$ cat src/rtl/spcyc_pkg.sv
package spcyc_pkg;
  localparam int NUM_EV = 7;
  localparam int ADR_W  = 29;
  localparam int BE_W   = 8;

  // index order is the service priority, 0 first
  typedef enum logic [2:0] {
    EV_SHUT  = 3'd0,
    EV_FLUSH = 3'd1,
    EV_WBINV = 3'd2,
    EV_INV   = 3'd3,
    EV_STPG  = 3'd4,
    EV_HALT  = 3'd5,
    EV_TRACE = 3'd6
  } ev_e;

  typedef enum logic [1:0] {ST_IDLE, ST_ADS, ST_WAIT} st_e;

  function automatic logic [BE_W-1:0] ev_be(ev_e e);
    case (e)
      EV_SHUT:  return 8'hFE;
      EV_INV:   return 8'hFD;
      EV_STPG:  return 8'hFB;
      EV_HALT:  return 8'hFB;
      EV_WBINV: return 8'hF7;
      EV_FLUSH: return 8'hEF;
      EV_TRACE: return 8'hDF;
      default:  return 8'hFF;
    endcase
  endfunction

  // address bits 31:3; stop grant sits at byte address 0x10
  function automatic logic [ADR_W-1:0] ev_adr(ev_e e);
    return (e == EV_STPG) ? ADR_W'(2) : '0;
  endfunction

  function automatic logic trace_cfg_ok(logic [7:0] c);
    return c[5] && (c[3:1] == 3'b001);
  endfunction
endpackage

$ cat src/rtl/spcyc_reqlatch.sv
module spcyc_reqlatch
  import spcyc_pkg::*;
#(
  parameter int N    = NUM_EV,
  parameter int IP_W = 32
) (
  input  logic            clk,
  input  logic            rst_n,
  input  logic [N-1:0]    req,
  input  logic [7:0]      cfg,
  input  logic [IP_W-1:0] src_in,
  input  logic [IP_W-1:0] dst_in,
  input  logic [N-1:0]    clr,
  input  logic            trace_busy,
  output logic [N-1:0]    pend,
  output logic [IP_W-1:0] src_q,
  output logic [IP_W-1:0] dst_q
);
  localparam int TR = N - 1;

  logic         trace_take;
  logic [N-1:0] acc;

  assign trace_take = req[TR] && trace_cfg_ok(cfg) && !pend[TR] && !trace_busy;

  always_comb begin
    acc     = req;
    acc[TR] = trace_take;
  end

  always_ff @(posedge clk) begin
    if (!rst_n) begin
      pend  <= '0;
      src_q <= '0;
      dst_q <= '0;
    end else begin
      pend <= (pend & ~clr) | acc;
      if (trace_take) begin
        src_q <= src_in;
        dst_q <= dst_in;
      end
    end
  end


  trace_gate_chk: assert property (@(posedge clk) disable iff (!rst_n)
    (req[TR] && !trace_cfg_ok(cfg) && !pend[TR]) |=> !pend[TR]);
endmodule

$ cat src/rtl/spcyc_arb.sv
module spcyc_arb #(
  parameter int N     = 7,
  localparam int IX_W = $clog2(N)
) (
  input  logic            clk,
  input  logic            rst_n,
  input  logic            en,
  input  logic [N-1:0]    pend,
  output logic [N-1:0]    grant,
  output logic [IX_W-1:0] idx,
  output logic            any
);
  for (genvar i = 0; i < N; i++) begin : g_pri
    if (i == 0) begin : g_top
      assign grant[i] = en & pend[i];
    end else begin : g_rest
      assign grant[i] = en & pend[i] & ~|pend[i-1:0];
    end
  end

  always_comb begin
    idx = '0;
    for (int i = N - 1; i >= 0; i--)
      if (grant[i]) idx = IX_W'(i);
  end

  assign any = |grant;


  grant_onehot_chk: assert property (@(posedge clk) disable iff (!rst_n)
    $onehot0(grant));
endmodule

$ cat src/rtl/spcyc_fsm.sv
module spcyc_fsm
  import spcyc_pkg::*;
(
  input  logic clk,
  input  logic rst_n,
  input  logic grant_any,
  input  ev_e  grant_ev,
  input  logic rdy_n,
  output st_e  st,
  output ev_e  cur_ev,
  output logic phase,
  output logic busy,
  output logic ads
);
  always_ff @(posedge clk) begin
    if (!rst_n) begin
      st     <= ST_IDLE;
      cur_ev <= EV_SHUT;
      phase  <= 1'b0;
    end else begin
      case (st)
        ST_IDLE: if (grant_any) begin
          cur_ev <= grant_ev;
          phase  <= 1'b0;
          st     <= ST_ADS;
        end
        ST_ADS: st <= ST_WAIT;
        ST_WAIT: if (!rdy_n) begin
          if (cur_ev == EV_TRACE && !phase) begin
            phase <= 1'b1;
            st    <= ST_ADS;
          end else begin
            st <= ST_IDLE;
          end
        end
        default: st <= ST_IDLE;
      endcase
    end
  end

  assign busy = (st != ST_IDLE);
  assign ads  = (st == ST_ADS);


  ads_pulse_chk: assert property (@(posedge clk) disable iff (!rst_n)
    ads |=> !ads);

  no_preempt_chk: assert property (@(posedge clk) disable iff (!rst_n)
    (st == ST_WAIT && rdy_n) |=> (cur_ev == $past(cur_ev)));
endmodule

$ cat src/rtl/spcyc_gen.sv
module spcyc_gen
  import spcyc_pkg::*;
#(
  parameter int IP_W   = 32,
  parameter int DATA_W = 64
) (
  input  logic              clk,
  input  logic              rst_n,
  input  logic              ev_shut,
  input  logic              ev_inv,
  input  logic              ev_stpg,
  input  logic              ev_halt,
  input  logic              ev_wbinv,
  input  logic              ev_flush,
  input  logic              ev_trace,
  input  logic [IP_W-1:0]   trace_src,
  input  logic [IP_W-1:0]   trace_dst,
  input  logic [7:0]        cfg,
  input  logic              rdy_n,
  output logic              ads_n,
  output logic [BE_W-1:0]   be_n,
  output logic [ADR_W-1:0]  adr,
  output logic [DATA_W-1:0] dout,
  output logic              dc,
  output logic              mio,
  output logic              wr
);
  localparam int IX_W = $clog2(NUM_EV);

  logic [NUM_EV-1:0] req_vec, pend, grant;
  logic [IX_W-1:0]   gidx;
  logic              gany, busy, ads, phase, trace_busy;
  logic [IP_W-1:0]   src_q, dst_q, ip_sel;
  st_e               st;
  ev_e               cur_ev;

  // packed in priority order
  assign req_vec = {ev_trace, ev_halt, ev_stpg, ev_inv, ev_wbinv, ev_flush, ev_shut};

  spcyc_reqlatch #(.N(NUM_EV), .IP_W(IP_W)) i_latch (
    .clk, .rst_n, .req(req_vec), .cfg, .src_in(trace_src), .dst_in(trace_dst),
    .clr(grant), .trace_busy, .pend, .src_q, .dst_q);

  spcyc_arb #(.N(NUM_EV)) i_arb (
    .clk, .rst_n, .en(st == ST_IDLE), .pend, .grant, .idx(gidx), .any(gany));

  spcyc_fsm i_fsm (
    .clk, .rst_n, .grant_any(gany), .grant_ev(ev_e'(gidx)), .rdy_n,
    .st, .cur_ev, .phase, .busy, .ads);

  assign trace_busy = busy && (cur_ev == EV_TRACE);
  assign ip_sel     = phase ? dst_q : src_q;

  assign ads_n = ~ads;
  assign be_n  = busy ? ev_be(cur_ev) : '1;
  assign adr   = busy ? ev_adr(cur_ev) : '0;
  assign dout  = trace_busy ? {{(DATA_W-IP_W){1'b0}}, ip_sel} : '0;
  assign dc    = 1'b0;
  assign mio   = 1'b0;
  assign wr    = busy;


  ctl_chk: assert property (@(posedge clk) disable iff (!rst_n)
    !ads_n |-> (wr && !dc && !mio));

  hold_chk: assert property (@(posedge clk) disable iff (!rst_n)
    (st == ST_WAIT && rdy_n) |=> ($stable(be_n) && $stable(adr) && $stable(dout)));
endmodule

$ cat config.mk
export PLATFORM = sky130hd
export DESIGN_NAME = spcyc_gen
export DESIGN_NICKNAME = d
export VERILOG_FILES = /design/src/rtl/spcyc_pkg.sv /design/src/rtl/spcyc_reqlatch.sv /design/src/rtl/spcyc_arb.sv /design/src/rtl/spcyc_fsm.sv /design/src/rtl/spcyc_gen.sv
export SDC_FILE = /design/constraint.sdc
export NUM_CORES = 1
export LEC_CHECK = 0
export ABC_AREA = 1
export ABC_CLOCK_PERIOD_IN_PS = 2730
export CAP_MARGIN = 20
export CORE_MARGIN = 2
export CORE_UTILIZATION = 44
export DETAILED_ROUTE_END_ITERATION = 6
export PLACE_DENSITY_LB_ADDON = 0.2
export SETUP_SLACK_MARGIN = 0.05
export SLEW_MARGIN = 20
export SYNTH_ARGS = -nofsm -noshare
export SYNTH_HDL_FRONTEND = slang
export SYNTH_SLANG_ARGS = --single-unit
$ cat constraint.sdc
create_clock -name clk -period 2.73 [get_ports clk]
set_input_delay 0.546 -clock clk [delete_from_list [all_inputs] [get_ports clk]]
set_output_delay 0.546 -clock clk [all_outputs]
set_load 0.05 [all_outputs]
Yosys cells after proc, flatten, opt, wreduce, memory -nomap -nowiden
Index checks and enable logic that the tools add are counted.
{"block": "word_totals", "register_bits": 77, "wordCells": 85}
{"block": "classes", "eq_ne": 12, "mux": 21, "n_bitwise": 17, "n_reduce_logical": 29}
{"operator": "$mux W32", "count": 2}
{"operator": "$pmux W6 S6", "count": 1}
{"operator": "$mux W3", "count": 7}
{"operator": "$and A1 B1 Y1", "count": 13}
{"operator": "$eq A3 B3 Y1 const B", "count": 3}
{"operator": "$logic_not A1 Y1", "count": 9}
{"operator": "$mux W2", "count": 4}
{"operator": "$mux W8", "count": 1}
{"operator": "$and A7 B7 Y7", "count": 1}
{"operator": "$not A7 Y7", "count": 1}
{"operator": "$or A7 B7 Y7", "count": 1}
{"operator": "$reduce_or A7 Y1", "count": 1}
{"operator": "$eq A3 B1 Y1 const B", "count": 2}
{"operator": "$eq A3 B2 Y1 const B", "count": 2}
{"operator": "$logic_and A1 B1 Y1", "count": 6}
{"operator": "$pmux W2 S3", "count": 1}
{"operator": "$reduce_or A6 Y1", "count": 1}
{"operator": "$reduce_or A5 Y1", "count": 1}
{"operator": "$mux W1", "count": 4}
{"operator": "$ne A2 B2 Y1 const B", "count": 2}
{"operator": "$reduce_and A2 Y1", "count": 2}
{"operator": "$reduce_and A4 Y1", "count": 1}
{"operator": "$reduce_bool A2 Y1", "count": 2}
{"operator": "$reduce_or A2 Y1", "count": 2}
{"operator": "other kinds (9)", "count": 9}

Logic depth before layout (Yosys ltp)
{"block": "logic_depth", "ltp_word": 10, "depth_mapped": 8, "mapped_depth_nobuf": 7}

By module
Synthesis repeated with hierarchy kept, for this count alone.
{"block": "unflattened", "cells_unflattened": 814, "area_unflattened_um2": 4853.4}
{"module": "spcyc_reqlatch", "instances": 1, "cells_per_inst": 454, "area_per_inst_um2": 3024.2, "seq_area_each_um2": 1421.4}
{"module": "spcyc_gen", "instances": 1, "cells_per_inst": 284, "area_per_inst_um2": 1398.8, "seq_area_each_um2": 0.0}
{"module": "spcyc_fsm", "instances": 1, "cells_per_inst": 38, "area_per_inst_um2": 262.8, "seq_area_each_um2": 120.1}
{"module": "spcyc_arb", "instances": 1, "cells_per_inst": 38, "area_per_inst_um2": 167.7, "seq_area_each_um2": 0.0}

Least setup slack after synthesis
No wires, ideal clock.
{"block": "synth_timing", "kind": "reg-to-output", "start": "reg i_fsm.cur_ev[1]", "end": "out dout[22]", "arrival_time_ps": 1967, "required_time_ps": 2184, "slack_ps": 217, "path_stages_with_launch": 5, "n_path_buf": 2, "cell_sequence": "dfxtp_1 > clkbuf_1 > nand3_4 > clkbuf_1 > a21oi_1"}
{"block": "synth_between", "elab_chain_cells": 3}
{"element": "from (decl)", "line": "spcyc_fsm.sv:10", "rtl": "output ev_e cur_ev,"}
{"element": "from (signal assigned)", "line": "spcyc_fsm.sv:23", "rtl": "cur_ev <= grant_ev;"}
{"element": "$eq A3 B3 Y1", "line": "spcyc_gen.sv:51", "rtl": "assign trace_busy = busy && (cur_ev == EV_TRACE);"}
{"element": "$logic_and A1 B1 Y1", "line": "spcyc_gen.sv:51"}
{"element": "$mux W32", "line": "spcyc_gen.sv:57", "rtl": "assign dout = trace_busy ? {{(DATA_W-IP_W){1'b0}}, ip_sel} : '0;"}
{"element": "to (decl)", "line": "spcyc_gen.sv:23", "rtl": "output logic [DATA_W-1:0] dout,"}
Every way passes these cells.

Final worst setup path
{"block": "layout_timing", "start": "reg i_fsm.cur_ev[2]", "end": "out adr[1]"}
{"block": "layout_between", "elab_chain_cells": 3}
{"element": "$eq A3 B3 Y1", "line": "spcyc_pkg.sv:34", "rtl": "return (e == EV_STPG) ? ADR_W'(2) : '0;"}
{"element": "$mux W2", "line": "spcyc_pkg.sv:34"}
{"element": "$mux W2", "line": "spcyc_gen.sv:56", "rtl": "assign adr = busy ? ev_adr(cur_ev) : '0;"}
{"element": "to (decl)", "line": "spcyc_gen.sv:22", "rtl": "output logic [ADR_W-1:0] adr,"}
Every way passes these cells.

==> results.toml <==
[power_and_ir_drop]
swShare_pct = 31.7
p_comb_share_pct = 22.4
design_power_total_w = 0.00261
seq_power_share_pct = 45.4
p_per_area_nw_per_um2 = 535
power.share.clock_pct = 32.2
p_leak_nw = 1.91
switchingPower_w = 0.000829
internal-power_w = 0.00179
peakVddDrop_uv = 232

[sta]
setup_viol_count_final = 0
hold_slack_ns = 0.484
rsz0062_at_grt = "no"
finalCriticalPeriod_ns = 2.51
relSlewSlack_pct = 62.3
fin_crit_sh_pct = 91.9
final-hold-violation-count = 0
worst_slew_pin_slew_ns = 0.565
fmax_mhz = 398
setup-tns-final_ns = 0
skew_ns = 0.00882
final_max_slew_viol_count = 0

[drt]
vias = 3556
wl_met3_um = 548
via_per_inst = 4.68
dr.pass1.iters = 4
wire_per_inst_um = 11.9
drcViolationCount = 0
highest_layer = "met4"
wl_mm = 9.07
drt_iter0_drc = 131
wl_met1_mm = 3.94
wl_met2_mm = 4.50
drtAntennaViolNets = 0

[cells_and_area]
layout_commonest_cell = "nor2_1"
multiInputGateArea_um2 = 1780
diodes = 0
area_growth_pct = 28.0
nNetsFinal = 732
final_cell_mix = "nor2_1 (151), clkdlybuf4s50_1 (85), nand2_1 (77), dfxtp_1 (77), conb_1 (64)"
design_area_um2 = 4880
n_fill_cell = 798
seq_area_um2 = 1540
instances_no_fill = 760
drive_gt1_share_pct = 9.47

[clock_network]
cts-resized-gates = 0
cts_made_buffers = 9
clk-insertion-delay-late_ns = 0.34
root_buffer = "clkbuf_8"
ctsHoldBuffers = 0
cts_tree = "built"
cts_max_path_buffers = 2
h-tree-depth = 3
post_cts.repair.setup_buffers = 0
cts_sinks = 77
clkTransAtPathRegs_ns = 0.08

[critical_path]
crit_arrival_ns = 1.96
cp_max_fo = 4
endpoint_kind = "output port"
crit_type = "register to output port"
required_ns = 2.18
startpoint_type = "register"

[global_route]
grt_pass1_wl_mm = 14.9
antenna_found_initial = 0
grt_max_degree = 52
grt_overflow_total = 0
grtUsageTotal_pct = 19.1
grt_pass1_vias = 3280

[run]
maxCapViolations = 0

[placed_design]
gp_congestion = 0.839
port-buffer-count = 118
dp.cells = 744
dpl-instance-area_um2 = 4690
hpwl_mm = 6.39

[logic_synthesis]
synth_cell_types = 23
yosys_warnings = 0
synth_cells = 547
yosysSeqAreaShare_pct = 40.4
syn_avg_cell_area_um2 = 6.97
synth_area_um2 = 3810
synth_seq_cells = 77

[die]
core_area_um2 = 8300
num_io_pins = 187
die_h_um = 97.1
rows = 33
die_x_um = 97.1
fp.dieArea_um2 = 9430
start_util_pct = 46.0

[outcome]
status = "complete, no violations"

[min_path]
worstHoldPathType = "register to register"
==> cell type report <==
class                   count  area share [%]
clock inverters             4           0.974
flip-flops and latches     77            31.6
clock buffers              12            2.97
repair buffers            126            24.2
well taps                 105            2.69
multi-input cells         422            36.5
inverters                  14            1.08
==> worst paths after layout <==
path | start | endpoint | slack (ns) | depth (start not counted)
hold reg to reg | i_latch.src_q[5] | i_latch.src_q[5] | 0.48 | 2
setup reg to reg | i_fsm.st[0] | i_latch.dst_q[16] | 0.51 | 9
hold / removal | i_latch.src_q[5] | i_latch.src_q[5] | 0.48 | 2
setup / recovery | i_fsm.cur_ev[2] | adr[1] | 0.22 | 5
==> synth_stat cells <==
master    number  area (µm²)
inv_1         11        41.3
or2_2          1        6.26
buf_4         70         526
clkinv_1       1        3.75
clkbuf_2       1        5.00
conb_1         2        7.51
o21ai_1       50         250
nor2_4         2        22.5
nand4_1        5        31.3
nand3_4        1        17.5
buf_6          6        67.6
inv_2          2        7.51
nor3_1         2        10.0
nand3_1        8        40.0
or2_1          1        6.26
nand2_1       77         289
nor2_1       151         567
dfxtp_1       77        1540
clkbuf_1      19        71.3
o21ai_0       16        80.1
a21oi_1       42         210
o211ai_1       1        7.51
nand2_2        1        6.26
==> kinds of logic (layout without fill, tap and decap cells) <==
group                  after synthesis  in the layout  synth area share [%]
other                                2             64                 0.197
AND/OR/NAND/NOR                    249            249                  26.1
buffers and inverters              110            156                  18.9
flip-flops                          77             77                  40.4
AO/OA/AOI/OAI                      109            109                  14.4
==> state kept, by name, summed over array words and instances (netlist names) <==
register,flops
i_latch.dst_q,32
i_latch.src_q,32
i_latch.pend,7
i_fsm.cur_ev,3
i_fsm.st,2
i_fsm.phase,1
==> metrics by stage <==
stage / setup WS, ns / util, %
4_1_cts: 0.198 / 58.8
3_3_place_gp: 0.481 / 56.5
3_5_place_dp: 0.434 / 56.5
2_1_floorplan: 0.217 / -
5_1_grt: 0.0709 / 58.8
6_report: 0.220 / 58.8
==> power by group through the flow <==
stage	Clock [W]	Sequential (W)	Combinational, W
after global routing	0.000919	0.00119	0.000630
final	0.000842	0.00119	0.000586
after detailed placement	0	0.00121	0.000587
after global placement	0	0.00121	0.000583
after floorplan	0	0.00120	0.000483
after CTS	0.000862	0.00119	0.000588
==> worst max-delay path, cell delays in order (launching register included) <==
cell and delay (ns):
dfxtp_1 0.42, inv_1 0.12, nor2_1 0.10, nand2_1 0.08
nor2_1 0.09, clkdlybuf4s50_1 0.80
==> per-layer routing <==
metal	vias up	GRT usage, %
met2	109	33.4
met5	-	0
li1	1813	-
met1	1627	23.1
met3	7	5.40
met4	0	5.20
(Power assumes the default switching activity.)
